[config.mk]
export PLATFORM = sky130hd
export DESIGN_NAME = ptr_addr_gen
export DESIGN_NICKNAME = d
export VERILOG_FILES = /design/src/rtl/ptr_addr_gen.sv
export SDC_FILE = /design/constraint.sdc
export NUM_CORES = 1
export LEC_CHECK = 0
export ABC_AREA = 1
export CAP_MARGIN = 40
export CORE_AREA = 2 2 169 105
export DETAILED_ROUTE_END_ITERATION = 8
export DIE_AREA = 0 0 171 107
export GPL_ROUTABILITY_DRIVEN = 1
export HOLD_SLACK_MARGIN = 0.03
export SLEW_MARGIN = 10
export SYNTH_ARGS = -nofsm -noshare
export SYNTH_HDL_FRONTEND = slang
export SYNTH_SLANG_ARGS = --single-unit
[constraint.sdc]
create_clock -name clk -period 4.7 [get_ports clk]
set_input_delay 0.705 -clock clk [delete_from_list [all_inputs] [get_ports clk]]
set_output_delay 0.705 -clock clk [all_outputs]
set_load 0.01 [all_outputs]
[src/rtl/ptr_addr_gen.sv]
module ptr_addr_gen #(
  parameter int PTR_W = 17,
  parameter int IDX_W = 6,
  parameter int IMM_W = 9
) (
  input  logic             clk,
  input  logic             rst_n,
  input  logic             mem_go,
  input  logic [IDX_W+2:0] expr,
  input  logic [1:0]       size,
  input  logic             cmd_go,
  input  logic [1:0]       cmd_op,
  input  logic             cmd_sel,
  input  logic             cmd_imm,
  input  logic [PTR_W-1:0] cmd_reg,
  input  logic [IMM_W-1:0] cmd_lit,
  input  logic             rd_sel,
  output logic [PTR_W-1:0] eff_addr,
  output logic [PTR_W-1:0] ptr_a,
  output logic [PTR_W-1:0] ptr_b,
  output logic [PTR_W-1:0] rd_ptr,
  output logic             rd_carry
);

  localparam int EXPR_W = IDX_W + 3;

  logic [1:0][PTR_W-1:0] ptr_q;
  logic                  x_sel, x_upd, x_post;
  logic [IDX_W-1:0]      x_idx;
  logic [PTR_W-1:0]      idx_ext, step, base, moved;
  logic [PTR_W-1:0]      opnd, cmd_base, cmd_res;

  assign x_sel   = expr[EXPR_W-1];
  assign x_upd   = expr[EXPR_W-2];
  assign x_post  = expr[EXPR_W-3];
  assign x_idx   = expr[IDX_W-1:0];
  assign idx_ext = {{(PTR_W-IDX_W){x_idx[IDX_W-1]}}, x_idx};

  always_comb begin
    case (size)
      2'd0:    step = idx_ext;
      2'd1:    step = idx_ext << 1;
      2'd2:    step = idx_ext << 2;
      default: step = idx_ext << 4;
    endcase
  end

  assign base     = ptr_q[x_sel];
  assign moved    = base + step;
  assign eff_addr = x_post ? base : moved;

  assign opnd     = cmd_imm ? {{(PTR_W-IMM_W){1'b0}}, cmd_lit} : cmd_reg;
  assign cmd_base = ptr_q[cmd_sel];

  always_comb begin
    case (cmd_op)
      2'd0:    cmd_res = opnd;
      2'd1:    cmd_res = cmd_base + opnd;
      2'd2:    cmd_res = cmd_base - opnd;
      default: cmd_res = cmd_base;
    endcase
  end

  always_ff @(posedge clk) begin
    if (!rst_n) begin
      ptr_q <= '0;
    end else begin
      for (int k = 0; k < 2; k++) begin
        if (cmd_go && cmd_sel == 1'(k))
          ptr_q[k] <= cmd_res;
        else if (mem_go && x_upd && x_sel == 1'(k))
          ptr_q[k] <= moved;
      end
    end
  end

  assign ptr_a    = ptr_q[0];
  assign ptr_b    = ptr_q[1];
  assign rd_ptr   = rd_sel ? ptr_b : ptr_a;
  assign rd_carry = rd_ptr[PTR_W-1];

  a_r3_no_writeback: assert property (@(posedge clk) disable iff (!rst_n)
    (mem_go && !x_upd && !cmd_go) |=> ($stable(ptr_a) && $stable(ptr_b)));

  a_r4_other_kept: assert property (@(posedge clk) disable iff (!rst_n)
    (mem_go && !x_sel && !cmd_go) |=> $stable(ptr_b));

  a_r5_post_addr: assert property (@(posedge clk) disable iff (!rst_n)
    (mem_go && x_post) |-> (eff_addr == (x_sel ? ptr_b : ptr_a)));

  a_r6_set_a: assert property (@(posedge clk) disable iff (!rst_n)
    (cmd_go && cmd_op == 2'd0 && !cmd_sel) |=> (ptr_a == $past(opnd)));

  a_r7_op3_hold: assert property (@(posedge clk) disable iff (!rst_n)
    (cmd_go && cmd_op == 2'd3 && !mem_go) |=> ($stable(ptr_a) && $stable(ptr_b)));

endmodule

==> results of run 1 <==
==> worst max-delay path by stage <==
| stage | from | endpoint | slack, ns | depth (start not counted) |
|---|---|---|---|---|
| 3_3_place_gp | expr[8] | eff_addr[10] | 0.15 | 13 |
| 3_5_place_dp | expr[8] | eff_addr[10] | 0.04 | 13 |
| 6_report | size[1] | eff_addr[10] | 0.18 | 15 |
| 4_1_cts | expr[8] | eff_addr[10] | 0.04 | 13 |
| 2_1_floorplan | expr[8] | eff_addr[10] | 1.07 | 13 |
| 5_1_grt | size[1] | eff_addr[16] | 0.01 | 16 |
==> logic make-up after synthesis <==
group / Yosys count / synth area share, %
simple gates: 439 / 35.8
compound gates: 226 / 24.2
xor+xnor: 26 / 4.48
buf+inv: 152 / 12.4
fa+ha+maj: 38 / 9.66
flops: 34 / 13.4
==> per-layer routing <==
| layer | routed length (µm) | global-route usage (%) |
|---|---|---|
| met3 | 1760 | 6.20 |
| met5 | 0 | 0 |
| met2 | 7150 | 28.8 |
| met1 | 9430 | 30.3 |
| met4 | 197 | 3.15 |
==> cell type report <==
class	count	area [µm²]	share of cell area (%)
multi-input cells	729	3780	56.4
repair buffers	134	1300	19.5
flip-flops and latches	34	681	10.2
inverters	116	440	6.58
well taps	234	293	4.37
clock buffers	6	139	2.07
clock inverters	2	60.1	0.897
==> power by group through the flow <==
stage | sequential [µW] | combinational (µW) | clock (µW)
CTS | 354 | 963 | 458
global route | 358 | 1080 | 475
detailed placement | 359 | 956 | 0
floorplan | 361 | 579 | 0
finish | 354 | 973 | 458
global placement | 361 | 955 | 0
==> cell usage after synthesis, types with 3 or more instances <==
master	n
clkbuf_1	23
o21ai_0	105
o21ai_1	6
nand4_1	5
o21bai_1	4
nor3_1	8
or2_1	3
nand2_1	292
buf_2	6
or2_2	7
xnor2_1	11
ha_1	36
a21o_1	4
dfxtp_1	34
nand3_1	49
a31oi_1	8
inv_1	112
xor2_1	15
nor2_1	54
nand2_2	14
buf_6	4
o211ai_1	10
o22ai_1	5
a21oi_1	73
==> registers in the layout, summed over array words and instances, names as in the netlist <==
register / cells
ptr_a: 17
ptr_b: 17
==> per-stage QoR <==
stage / total power, µW / hold slack, ns / area [µm²] / std cells / util, %
2_1_floorplan: 940 / 0.501 / 5080 / 915 / -
4_1_cts: 1770 / 0.479 / 6680 / 1255 / 39.9
3_5_place_dp: 1320 / 0.470 / 6480 / 1247 / 38.7
6_report: 1790 / 0.478 / 6700 / 1255 / 40.0
5_1_grt: 1920 / 0.497 / 6700 / 1255 / 40.0
3_3_place_gp: 1320 / 0.471 / 6460 / 1246 / 38.6
==> worst min-delay path, stage by stage, from the launching register on <==
cell,delay [ns]
dfxtp_1,0.32
nand2_1,0.06
a21oi_1,0.05
==> repair_timing <==
action | 4_1_cts | 5_1_grt
endpoints found under the setup margin | 0 | 10
resized for setup | 0 | 7
endpoints found under the hold margin | 0 | 0
hold buffers | 0 | 0
==> reports/results.txt, run 1 <==
Area leader, netlist: nand2_1
Combinational fraction of design power: 54.5%
Sink Count: 34
Initial detailed-routing violation count: 489
Dpl ws: 0.0431 ns
Path category of the worst min-delay check: flip-flop to flip-flop
Setup crit end kind: output pin
Post-DP HPWL: 15.2 mm
Tcrit/Tclk final: 96.3%
Slowest stage delay, CP: 0.57 ns
Hold endpoint: ptr_a[12]
Leakage: 0.00319 µW
GPL Wtd Cong: 0.920
CP cell instances: clkdlybuf4s50_1 -> nor2_1 -> inv_1 -> nor2_1 -> ha_1 -> fa_1 -> nand3_1 -> nand2_1 -> a21oi_2 -> o21ai_1 -> nand2_1 -> nand2_1 -> xnor2_1 -> o21ai_1 -> clkdlybuf4s50_1
Fill count: 1840
Slowest-stage cell, CP: clkdlybuf4s50_1
Synth Instances: 915
ANT nets after route: 0
Req. time, crit path: 3.99 ns
Insertion delay to the later sink of the worst-skew pair: 0.29 ns
Total track usage: 20.3%
Post-route setup slack: 0.175 ns
Layout cells sized above 1: 5.97%
Sequential cell fraction of total power: 19.8%
Vias: 6211
Reg2Reg Setup Slack: 1.71 ns
Core area: 16800 µm²
H-tree depth: 2
DIE AREA: 18300 µm²
R2r worst-path depth: 19
Final setup vio count: 0
Net Switching: 742 µW
CTS tree: done
Syn_nets: 999
Worst EP arrival: 3.82 ns
Startpoint types: input port
Vias per std cell: 4.95
IR drop worst, VDD: 130 µV
P_int: 1040 µW
Buffers added on ports: 114
Num rows: 37
WL final: 18.5 mm
Crit Path Class: input port to output pin
R2r endpoint: ptr_a[10]
Hold Path Depth: 2
Clk slew on worst S/H paths: 0.05 ns
Clock Path Buffers: 2
Worst-Margin Slew: 0.701 ns
Die X: 171 µm
Drt wl/cell: 14.8 µm
Grt total ovfl: 0
Peak Freq: 0.221 GHz
Post-Syn Area: 5080 µm²
Top_reg_cell synth: dfxtp_1
Synth top area cells: nand2_1, dfxtp_1, o21ai_0
Final min period: 4.52 ns
WP buf/inv: 3
Critical R2R Launch: ptr_b[0]
Nets: 1104
Area Overhead vs Synth: 31.8%
Worst Path Max Fanout: 5
Status: completed
Detailed Routing Iterations Pass 1: 5
TritonCTS Buffers: 5
Post-synth EDFFs: 0
Fin Setup TNS: 0 ns
Synth Register Bits: 34
Postcts setup bufs: 0
Vias in the first global route: 5646
Synth warnings: 0
Register area share after synthesis: 13.4%
Cell area power density: 267 nW/µm²
Clock power share: 25.6%
FFs w/ async S/R, synth: 0%
Total inserted antenna cells: 0
Skew final: 0.00647 ns
Crit-path most repeated cell: nand2_1
Top cell type's share of synthesized area: 21.6%
Avg Inst Size Synth: 5.55 µm²
Max cap viols: 0
RSZ-0062 raised after global routing: false
Most common cell after layout, fill and taps aside: nand2_1
Slew Limit Headroom: 53.2%
Starting Density: 30.3%
First-pass GRT wire length: 29.2 mm
Final Hold Vio Count: 0
Largest net degree at the start of global routing: 25
Final Slew Violations: 0
Hold path start: ptr_a[12]
DIE HEIGHT: 107 µm
Antenna violations before repair: 0
Most frequent cells in the layout: nand2_1, inv_1, clkdlybuf4s50_1, o21ai_0, a21oi_1
Sw Ratio: 41.5%
Netlist cell types: 42
DRC Markers: 0
CP top delay family: buffers and inverters
Clock Tree Root: clkbuf_16
Io pins: 115
Note: power is estimated with default switching activity, not from simulation.
==> run 2, diff against run 1 <==
Settings changed: CAP_MARGIN 40 to 5.
==> run 2 against run 1 <==
  * Combinational power hardly changed
  * Flip-flop and latch count is the same
  * Utilization is 0.37 points lower
  * Die area did not move
  * Cell area down 0.92%
  * Wire length up 0.65%
  * Non-clock buffer count fell by 1
  * Global-route usage grew 0.18 points
  * Critical path type unchanged
  * Largest power group unchanged
  * Highest routed layer unchanged
==> reports/results.txt, run 2 (same netlist as run 1, synthesis figures left out) <==
Util after Layout: 39.6%
Layout cells sized above 1: 5.78%
DRC Markers: 0
Num rows: 37
Most frequent cells in the layout: nand2_1, clkdlybuf4s50_1, inv_1, o21ai_0, a21oi_1
ANT nets after route: 0
Status: completed
Final Slew Violations: 0
Startpoint types: input port
H-tree depth: 2
Fin Setup TNS: 0 ns
Hold Buf Count CTS: 0
WL final: 18.7 mm
Path category of the worst min-delay check: flip-flop to flip-flop
Largest net degree at the start of global routing: 35
Total track usage: 20.5%
Peak Freq: 0.220 GHz
Initial detailed-routing violation count: 473
Die X: 171 µm
GPL Wtd Cong: 0.920
Crit Path Class: input port to output pin
Clock Tree Root: clkbuf_16
Drt wl/cell: 14.9 µm
Most common cell after layout, fill and taps aside: nand2_1
Final Non-Filler Cells: 1254
Overall Power: 1680 µW
Detailed Routing Iterations Pass 1: 5
RSZ-0062 raised after global routing: true
CTS tree: done
Final min period: 4.54 ns
Postcts setup bufs: 0
Grt total ovfl: 0
Insertion delay to the later sink of the worst-skew pair: 0.29 ns
TritonCTS Buffers: 5
Antenna violations before repair: 0
Worst EP arrival: 3.84 ns
Post-Place Cells: 1246
Area Overhead vs Synth: 30.6%
Vias in the first global route: 5729
Worst Path Max Fanout: 5
Clock Path Buffers: 2
DIE AREA: 18300 µm²
Vias per std cell: 4.95
Final setup vio count: 0
Starting Density: 30.3%
Nets: 1103
Worst-Margin Slew: 1.17 ns
Clk slew on worst S/H paths: 0.06 ns
Cell area power density: 253 nW/µm²
Sink Count: 34
Skew final: 0.0114 ns
Max cap viols: 0
Post-DP HPWL: 15.4 mm
Buffers added on ports: 114
Final Hold Vio Count: 0
Hold Slack: 0.486 ns
DIE HEIGHT: 107 µm
Req. time, crit path: 3.99 ns
Leakage: 0.00315 µW
Vias: 6208
First-pass GRT wire length: 29.4 mm
IR drop worst, VDD: 117 µV
Total inserted antenna cells: 0
Slew Limit Headroom: 21.6%
Io pins: 115
Core area: 16800 µm²
Setup crit end kind: output pin
Tcrit/Tclk final: 96.6%
[run 2: final timing paths]
kind                            startpoint      endpoint  slack (ns)  depth (start not counted)
worst max-delay path               size[1]  eff_addr[10]        0.16                         15
worst min-delay path             ptr_a[11]     ptr_a[11]        0.49                          2
worst max register to register    ptr_b[0]     ptr_a[10]        1.70                         19
worst min register to register   ptr_a[11]     ptr_a[11]        0.49                          2
[run 2: worst max-delay path, cell delays in order]
cell             delay, ns
clkdlybuf4s50_1       0.55
nor2_1                0.10
inv_1                 0.11
nor2_1                0.07
ha_1                  0.22
fa_1                  0.41
nand3_1               0.09
nand2_1               0.11
a21oi_4               0.20
o21ai_1               0.14
nand2_1               0.10
nand2_1               0.09
xnor2_1               0.15
o21ai_0               0.20
clkdlybuf4s50_1       0.59
[run 2: cell type report]
class / instances / area [µm²]
Clock buffer: 7 / 143
Clock inverter: 1 / 5.00
Fill cell: 1862 / 10100
Inverter: 116 / 440
Multi-Input combinational cell: 729 / 3790
Sequential cell: 34 / 681
Tap cell: 234 / 293
Timing Repair Buffer: 133 / 1290
[run 2: metrics by stage]
| step | setup WS (ns) | area [µm²] |
|---|---|---|
| finish | 0.160 | 6640 |
| global route | -0.0215 | 6640 |
| CTS | 0.0554 | 6610 |
| detailed placement | 0.0655 | 6460 |
| global placement | 0.147 | 6460 |
| floorplan | 1.07 | 5080 |
[run 2: metal layers]
metal / vias up / track usage (%) / part of all wire (%)
met3: 17 / 5.39 / 9.0
met2: 241 / 29.3 / 39
met4: 0 / 3.03 / 0.76
li1: 3198 / - / -
met5: - / 0 / 0
met1: 2752 / 30.9 / 51
[run 2: what timing repair did]
action                                 CTS  global route
endpoints found under the hold margin    0             0
gates resized for setup                  0             6
setup endpoints to repair                0            10
[run 2: power breakdown]
part / internal [µW] / switching [µW]
clock: 211 / 141
sequential: 318 / 37.4
combinational: 407 / 568
total: 935 / 746
==> run 3, diff against run 2 <==
Settings changed: CTS_CLUSTER_SIZE set to 10, SKIP_LAST_GASP set to 1.
==> results of run 3 <==
No change in the layout: final DEF, timing and power equal those of run 2.
